`config.mk`:
```
export PLATFORM = sky130hd
export DESIGN_NAME = cfg_serial_slave
export DESIGN_NICKNAME = d
export VERILOG_FILES = /design/src/rtl/cfg_ser_pkg.sv /design/src/rtl/ser_sync.sv /design/src/rtl/frame_rx.sv /design/src/rtl/reg_bank.sv /design/src/rtl/cfg_serial_slave.sv
export SDC_FILE = /design/constraint.sdc
export NUM_CORES = 1
export LEC_CHECK = 0
export ABC_AREA = 0
export BUFFER_PORTS_ARGS = -buffer_cell sky130_fd_sc_hd__buf_2
export CORE_MARGIN = 2
export CORE_UTILIZATION = 51
export DETAILED_ROUTE_END_ITERATION = 16
export GPL_ROUTABILITY_DRIVEN = 0
export PLACE_DENSITY = 0.8
export SYNTH_ARGS = -nofsm -noshare
export SYNTH_HDL_FRONTEND = slang
export SYNTH_HIERARCHICAL = 1
export SYNTH_SLANG_ARGS = --single-unit
export TNS_END_PERCENT = 1
```
`constraint.sdc`:
```
create_clock -name clk -period 3.4 [get_ports clk]
set_clock_uncertainty 0.2 [all_clocks]
set_input_delay 0.17 -clock clk [delete_from_list [all_inputs] [get_ports clk]]
set_output_delay 0.17 -clock clk [all_outputs]
set_load 0.05 [all_outputs]
```
`src/rtl/cfg_ser_pkg.sv`:
```
package cfg_ser_pkg;
    localparam int DATA_W   = 16;
    localparam int ADDR_W   = 4;
    localparam int HDR_W    = 12;
    localparam int NUM_REGS = 8;
    localparam int FRAME_W  = HDR_W + ADDR_W + DATA_W;

    localparam logic [HDR_W-1:0] HDR_PATTERN = 12'h001;

    // slot 0 in the low nibble
    localparam logic [NUM_REGS*ADDR_W-1:0] SLOT_ADDRS =
        {4'hF, 4'hE, 4'hD, 4'hB, 4'hA, 4'h3, 4'h2, 4'h1};

    // slot 0 in the low halfword
    localparam logic [NUM_REGS*DATA_W-1:0] SLOT_DEFAULTS =
        {16'h0000, 16'h0000, 16'h3FFF, 16'h8000,
         16'h0000, 16'h8000, 16'h0000, 16'hB0FF};

    typedef struct packed {
        logic [HDR_W-1:0]  hdr;
        logic [ADDR_W-1:0] addr;
        logic [DATA_W-1:0] data;
    } frame_t;
endpackage

```
`src/rtl/ser_sync.sv`:
```
module ser_sync #(
    parameter int STAGES = 2
) (
    input  logic clk,
    input  logic rst_n,
    input  logic en_a,
    input  logic sclk_a,
    input  logic csn_a,
    input  logic dat_a,
    output logic en_s,
    output logic csn_s,
    output logic dat_s,
    output logic rise_s
);
    // lane order inside each stage: {en, sclk, csn, dat}
    localparam int LANES = 4;
    localparam logic [LANES-1:0] LANE_RST = 4'b0010;

    typedef struct packed {
        logic [STAGES-1:0][LANES-1:0] chain;
        logic                         sclk_prev;
    } sync_t;

    sync_t q, d;

    always_comb begin
        d = q;
        d.chain[0] = {en_a, sclk_a, csn_a, dat_a};
        for (int i = 1; i < STAGES; i++) begin
            d.chain[i] = q.chain[i-1];
        end
        d.sclk_prev = q.chain[STAGES-1][2];
    end

    always_ff @(posedge clk or negedge rst_n) begin
        if (!rst_n) begin
            q.chain     <= {STAGES{LANE_RST}};
            q.sclk_prev <= 1'b0;
        end else begin
            q <= d;
        end
    end

    assign en_s   = q.chain[STAGES-1][3];
    assign csn_s  = q.chain[STAGES-1][1];
    assign dat_s  = q.chain[STAGES-1][0];
    assign rise_s = q.chain[STAGES-1][2] & ~q.sclk_prev;
endmodule

```
`src/rtl/frame_rx.sv`:
```
module frame_rx
    import cfg_ser_pkg::*;
#(
    parameter int FW = FRAME_W
) (
    input  logic          clk,
    input  logic          rst_n,
    input  logic          en_s,
    input  logic          csn_s,
    input  logic          dat_s,
    input  logic          rise_s,
    output logic          done_o,
    output logic [FW-1:0] word_o,
    output logic [$clog2(FW+1)-1:0] cnt_o
);
    localparam int CNT_W = $clog2(FW + 1);
    localparam logic [CNT_W-1:0] LAST = CNT_W'(FW - 1);
    localparam logic [CNT_W-1:0] FULL = CNT_W'(FW);

    typedef struct packed {
        logic [FW-1:0]    sh;
        logic [CNT_W-1:0] cnt;
        logic             done;
    } rx_t;

    rx_t q, d;

    always_comb begin
        d      = q;
        d.done = 1'b0;
        if (csn_s || !en_s) begin
            d.cnt = '0;
        end else if (rise_s && (q.cnt < FULL)) begin
            d.sh  = {q.sh[FW-2:0], dat_s};
            d.cnt = q.cnt + 1'b1;
            if (q.cnt == LAST) begin
                d.done = 1'b1;
            end
        end
    end

    always_ff @(posedge clk or negedge rst_n) begin
        if (!rst_n) begin
            q <= '0;
        end else begin
            q <= d;
        end
    end

    assign done_o = q.done;
    assign word_o = q.sh;
    assign cnt_o  = q.cnt;
endmodule

```
`src/rtl/reg_bank.sv`:
```
module reg_bank
    import cfg_ser_pkg::*;
#(
    parameter int                             NREG       = NUM_REGS,
    parameter logic [NUM_REGS*ADDR_W-1:0]     ADDRS      = SLOT_ADDRS,
    parameter logic [NUM_REGS*DATA_W-1:0]     DEFAULTS   = SLOT_DEFAULTS,
    parameter int                             GUARD_SLOT = 5,
    parameter logic [DATA_W-1:0]              GUARD_VAL  = 16'h3FFF
) (
    input  logic                   clk,
    input  logic                   rst_n,
    input  logic                   commit,
    input  frame_t                 frame,
    output logic [NREG*DATA_W-1:0] regs_o,
    output logic [NREG-1:0]        written_o,
    output logic                   err_o
);
    typedef struct packed {
        logic [NREG-1:0][DATA_W-1:0] regs;
        logic [NREG-1:0]             written;
        logic                        err;
    } bank_t;

    bank_t q, d;

    logic [NREG-1:0] hit;
    logic            hdr_ok;

    assign hdr_ok = (frame.hdr == HDR_PATTERN);

    for (genvar k = 0; k < NREG; k++) begin : g_dec
        assign hit[k] = (frame.addr == ADDRS[k*ADDR_W +: ADDR_W]);
    end

    always_comb begin
        d = q;
        if (commit && hdr_ok) begin
            for (int k = 0; k < NREG; k++) begin
                if (hit[k]) begin
                    d.regs[k]    = frame.data;
                    d.written[k] = 1'b1;
                    if ((k == GUARD_SLOT) && !q.written[k] &&
                        (frame.data != GUARD_VAL)) begin
                        d.err = 1'b1;
                    end
                end
            end
        end
    end

    always_ff @(posedge clk or negedge rst_n) begin
        if (!rst_n) begin
            q.regs    <= DEFAULTS[NREG*DATA_W-1:0];
            q.written <= '0;
            q.err     <= 1'b0;
        end else begin
            q <= d;
        end
    end

    assign regs_o    = q.regs;
    assign written_o = q.written;
    assign err_o     = q.err;
endmodule

```
`src/rtl/cfg_serial_slave.sv`:
```
module cfg_serial_slave
    import cfg_ser_pkg::*;
#(
    parameter int                         SYNC_STAGES = 2,
    parameter logic [NUM_REGS*ADDR_W-1:0] ADDRS       = SLOT_ADDRS,
    parameter logic [NUM_REGS*DATA_W-1:0] DEFAULTS    = SLOT_DEFAULTS,
    parameter int                         GUARD_SLOT  = 5,
    parameter logic [DATA_W-1:0]          GUARD_VAL   = 16'h3FFF
) (
    input  logic                       clk,
    input  logic                       rst_n,
    input  logic                       ext_ctl_en,
    input  logic                       ser_cs_n,
    input  logic                       ser_clk,
    input  logic                       ser_dat,
    output logic [NUM_REGS*DATA_W-1:0] cfg_regs_o,
    output logic [NUM_REGS*DATA_W-1:0] cfg_dflt_o,
    output logic                       all_written_o,
    output logic                       init_err_o
);
    localparam int CNT_W = $clog2(FRAME_W + 1);

    logic               en_s, csn_s, dat_s, rise_s;
    logic               frm_done;
    logic [FRAME_W-1:0] frm_word;
    logic [CNT_W-1:0]   frm_cnt;
    logic [NUM_REGS-1:0] written;

    ser_sync #(.STAGES(SYNC_STAGES)) u_sync (
        .clk    (clk),
        .rst_n  (rst_n),
        .en_a   (ext_ctl_en),
        .sclk_a (ser_clk),
        .csn_a  (ser_cs_n),
        .dat_a  (ser_dat),
        .en_s   (en_s),
        .csn_s  (csn_s),
        .dat_s  (dat_s),
        .rise_s (rise_s)
    );

    frame_rx #(.FW(FRAME_W)) u_rx (
        .clk    (clk),
        .rst_n  (rst_n),
        .en_s   (en_s),
        .csn_s  (csn_s),
        .dat_s  (dat_s),
        .rise_s (rise_s),
        .done_o (frm_done),
        .word_o (frm_word),
        .cnt_o  (frm_cnt)
    );

    reg_bank #(
        .NREG       (NUM_REGS),
        .ADDRS      (ADDRS),
        .DEFAULTS   (DEFAULTS),
        .GUARD_SLOT (GUARD_SLOT),
        .GUARD_VAL  (GUARD_VAL)
    ) u_bank (
        .clk       (clk),
        .rst_n     (rst_n),
        .commit    (frm_done),
        .frame     (frame_t'(frm_word)),
        .regs_o    (cfg_regs_o),
        .written_o (written),
        .err_o     (init_err_o)
    );

    assign cfg_dflt_o    = DEFAULTS;
    assign all_written_o = &written;
endmodule

```
# Yosys cells after proc, flatten, opt, wreduce, memory -nomap -nowiden
# Index checks and enable logic that the tools add are counted.
dict set report word_totals {
  reg_bits 185
  in_bits 6
  out_inout_bits 258
  word_cells 61
}
dict set report op_classes {
  n_addsub 1
  order_cmp 1
  eq_ne 11
  n_mux 4
  bitwise_logic 3
  n_reduce_logical 18
}
# operator count
set op_table {}
lappend op_table {{$eq 4x4->1 const B} 5}
lappend op_table {{$reduce_and 2->1} 9}
lappend op_table {{$ne 16x14->1 const B} 1}
lappend op_table {{$eq 12x1->1 const B} 1}
lappend op_table {{$eq 4x2->1 const B} 2}
lappend op_table {{$reduce_and 8->1} 1}
lappend op_table {{$mux 7} 1}
lappend op_table {{$add 6x1->6 const B} 1}
lappend op_table {{$eq 6x5->1 const B} 1}
lappend op_table {{$lt 6x6->1 const B} 1}
lappend op_table {{$mux 6} 1}
lappend op_table {{$eq 4x1->1 const B} 1}
lappend op_table {{$logic_and 1x1->1} 3}
lappend op_table {{$reduce_and 3->1} 1}
lappend op_table {{$logic_not 1->1} 2}
lappend op_table {{$mux 1} 2}
lappend op_table {{$not 1->1} 2}
lappend op_table {{$reduce_bool 2->1} 1}
lappend op_table {{$and 1x1->1} 1}
lappend op_table {{$logic_or 1x1->1} 1}

# Longest topological paths before layout
dict set report depth {
  word_depth 5
  mapped_depth 6
  mapped_depth_nobuf 4
}

# Cells and area by module
# The synthesis kept the hierarchy.
# mod n_inst cells_per_inst area_each_um2 seq_area_each_um2
set by_module_without_submodules {}
lappend by_module_without_submodules {reg_bank 1 306 5317.6 3462.1}
lappend by_module_without_submodules {frame_rx 1 100 1530.2 975.9}
lappend by_module_without_submodules {cfg_serial_slave 1 133 984.7 0.0}
lappend by_module_without_submodules {ser_sync 1 10 241.5 227.7}

# Least setup slack after synthesis
# Ideal clock, no wire load.
dict set report synth_timing {
  path_type {register to register}
  startpoint {register u_rx.q (netlist bit u_rx/word_o[21])}
  endpoint {register u_bank.q (netlist bit u_bank/regs_o[10])}
  setup_ps 125
  arrival_ps 2035
  required_ps 3075
  setup_slack_ps 1040
  stages_incl_launch_ff 6
  n_path_buf 1
  period_less_slack_ps 2360
  cell_sequence {dfrtp_1 nor4b_4 nand4_4 nor4_4 buf_6 mux2_2}
}
dict set report synth_via {
  elab_chain_len 3
}
# item line_no
set synth_rtl {}
lappend synth_rtl {{start, declared} frame_rx.sv:26} ;# rx_t q, d;
lappend synth_rtl {{start signal, assigned} frame_rx.sv:44} ;# q <= '0;
lappend synth_rtl {{start signal, assigned} frame_rx.sv:46} ;# q <= d;
lappend synth_rtl {{$eq 12x1->1} reg_bank.sv:29} ;# assign hdr_ok = (frame.hdr == HDR_PATTERN);
lappend synth_rtl {{$logic_and 1x1->1} reg_bank.sv:37} ;# if (commit && hdr_ok) begin
lappend synth_rtl {{$reduce_and 2->1 (no source line)} n/a}
lappend synth_rtl {{end, declared} reg_bank.sv:24} ;# bank_t q, d;
# No other way between the ends.
# A chain may end at the register's enable or synchronous reset.

# Worst setup path in the final report
dict set report layout_timing {
  startpoint {register u_rx.q (netlist bit u_rx/word_o[21])}
  endpoint {register u_bank.q (netlist bit u_bank/regs_o[94])}
}
# Same word-level chain as after synthesis.

==> run metrics <==
Clock Path Buffers 2; Period Utilization, post-route 0.784; HPWL Detailed 10900 um; I/O Buffers 135; Routed WL 15900 um; Pre-antenna DRT Iters 4; Pins Over Slew Limit 0; Worst Path Required 3510 ps; Synth area leader dfrtp_1; antenna-violating nets left 0; crit path DAT 2770 ps; Final TNS setup 0 ps; drt drc 0; initial antenna violation count 0; CP Launch Point u_rx/word_o[21]; clock period minus worst slack 2660 ps; Fill cells 1177; static leakage 5.05 nW; maxcap violations 0; FMAX 0.375 GHz; unrepaired setup endpoints after global routing false; Avg Inst Size Synth 14.7 sq um; nets 711; synth top area cells dfrtp_1, mux2_2, buf_4; Die W 130 um; Critical Path Fanout Max 18; Avg WL per Cell 17.1 um; die area 0.0169 sq mm; post-synthesis sequential area ratio 0.578; Post-Syn Instances 549; layout cells sized above 1 0.524; Least-Margin Pin Slew 929 ps; slowest stage delay, CP 870 ps; Initial Util 0.527; startpoint types flip-flop; Die H 130 um; top-level I/O count 264; delay-heaviest family, CP simple AND/OR/NAND/NOR gates; clock root cell clkbuf_16; CTS Buf Count 17; Layout area overhead 13.3%; Total GRT Usage 0.193; PD cells 509 mW/mm^2; final core utilization 0.598; CTS tree built; cell row count 45; Reg area 0.00467 sq mm; Core ar. 0.0153 sq mm; synth unique cells 36; vias 4407; Final WS setup 736 ps; CTS Sinks 185; Hold Path Origin u_sync/d[7]; number of global-route vias before repair 4492; min-delay worst type flip-flop to flip-flop; Avg Vias per Cell 4.75; antenna diode instance count 0; Yosys reg bits 185; final number of hold-violating endpoints 0; CTS clk-pin slew, worst paths 70 ps; status completed; slowest CP cell nor3_4; H-tree depth 4; DR iter-0 viols 156; Post-Syn Area 0.00807 sq mm; first-pass GRT wire length 24400 um; start of the worst register-to-register path u_rx/word_o[21]; largest net degree at the start of global routing 94; multi-input combinational cell area 0.00281 sq mm; post-CTS sizing 0; worst-skew pair later-pin latency 420 ps; synth warn 6; Buf/Inv on CP 0; grt ovf 0; post-synth top area share 0.483; Slew HR 0.379; Placement Setup Slack 766 ps; # setup viols final 0; critical path cell sequence nor4b_4 -> nand4_4 -> nor3_4 -> mux2_2; Max VDD drop 0.316 mV; crit path kind flip-flop to flip-flop; crit end category flip-flop; Post-CTS Setup Bufs 0
placed cells by master, fill, tap and decap left out, types with 2 or more instances in the layout:
cell type	n
dlygate4sd3_1	5
clkbuf_16	17
dfstp_2	29
inv_6	4
buf_4	11
nor4_4	3
nand2b_1	5
dfrtp_1	156
nor3_4	5
mux2_1	11
nor4b_4	2
mux2_2	149
or2_2	8
nand4b_1	2
a21oi_1	2
clkinvlp_4	3
nor2_1	7
clkbuf_8	3
nand4_1	4
and3_1	2
nand2_1	4
bufinv_16	2
buf_2	134
conb_1	128
cell families (layout without fill, tap and decap cells):
kind of cell,after synthesis,count (layout),share of synthesized area
xor+xnor,2,2,0.00217
compound gates,6,6,0.00480
fa+ha+maj,1,1,0.00155
flops,185,185,0.578
buf+inv,142,183,0.133
other cells,2,128,0.000930
mux,161,161,0.224
simple gates,50,50,0.0556
repair_timing:
| action | 4_1_cts | 5_1_grt |
|---|---|---|
| endpoints found under the setup margin | 0 | 0 |
| hold endpoints to repair | 68 | 0 |
| hold buffers | 5 | 0 |
cell usage after synthesis:
| master | n |
|---|---|
| a21o_1 | 1 |
| nor2_1 | 7 |
| buf_6 | 3 |
| conb_1 | 2 |
| a21oi_1 | 2 |
| mux2i_1 | 1 |
| nand2b_1 | 5 |
| buf_2 | 1 |
| o21ai_0 | 1 |
| dfrtp_1 | 156 |
| nand4_1 | 4 |
| nand4b_1 | 2 |
| nor2b_4 | 1 |
| nor4_1 | 1 |
| xor2_1 | 1 |
| ha_1 | 1 |
| nand3b_1 | 1 |
| mux2_1 | 11 |
| nor4_4 | 3 |
| o31ai_1 | 1 |
| and3_1 | 2 |
| nor2_4 | 1 |
| dfstp_2 | 29 |
| a41oi_1 | 1 |
| nor3_1 | 1 |
| xnor2_1 | 1 |
| nand4_4 | 1 |
| nor3_4 | 5 |
| nand2_1 | 4 |
| or3_1 | 1 |
| or2_2 | 8 |
| inv_1 | 1 |
| mux2_2 | 149 |
| buf_4 | 137 |
| nor4b_4 | 2 |
| or4_1 | 1 |
sequential cells by signal (all words and copies together) (netlist names):
register          cells
u_bank/regs_o       128
u_rx/word_o          32
u_sync/d              5
u_bank/err_o          1
u_sync/csn_s          1
u_rx/cnt_o            6
u_bank/written_o      8
u_sync/en_s           1
u_sync/dat_s          1
u_rx/done_o           1
u_sync/q              1
through the flow:
step                      power (W)  hold slack (ps)  cells  cell area (sq um)
after detailed placement    0.00274             79.3    891               8510
after floorplan             0.00276             -326    675               8550
final                       0.00466              148    927               9150
after CTS                   0.00471              149    927               9150
after global routing        0.00483              158    927               9150
after global placement      0.00273             61.2    891               8510
worst paths after layout:
check | to | slack (ps) | cells after the start
max in group asynchronous | u_bank/regs_o[55] | 1890 | 3
worst max register to register | u_bank/regs_o[94] | 740 | 4
worst max-delay path | u_bank/regs_o[94] | 740 | 4
worst min register to register | u_sync/d[0] | 150 | 0
min in group asynchronous | u_bank/regs_o[64] | 160 | 2
worst min-delay path | u_sync/d[0] | 150 | 0
metal layers:
layer  global-route usage  wire length (um)  up-vias
li1                     -                 -     1947
met1                0.229              6080     2264
met2                0.347              8640      179
met3               0.0439               933       17
met4               0.0670               219        0
met5                    0                 0        -
layout make-up:
| cell class | count | area share |
|---|---|---|
| timing repair buffer | 151 | 0.0893 |
| clock inverter | 11 | 0.0146 |
| inverter | 1 | 0.000410 |
| sequential | 185 | 0.510 |
| multi-input combinational | 348 | 0.307 |
| tap | 211 | 0.0288 |
| clock buffer | 20 | 0.0499 |
power breakdown:
part	leakage [nW]	internal, W	switching, W
Sequential	2.46	0.00223	0.0000821
Clock	0.282	0.00113	0.000819
Combinational	2.31	0.0000291	0.000365
No activity file was read; power rests on OpenSTA's default activity.
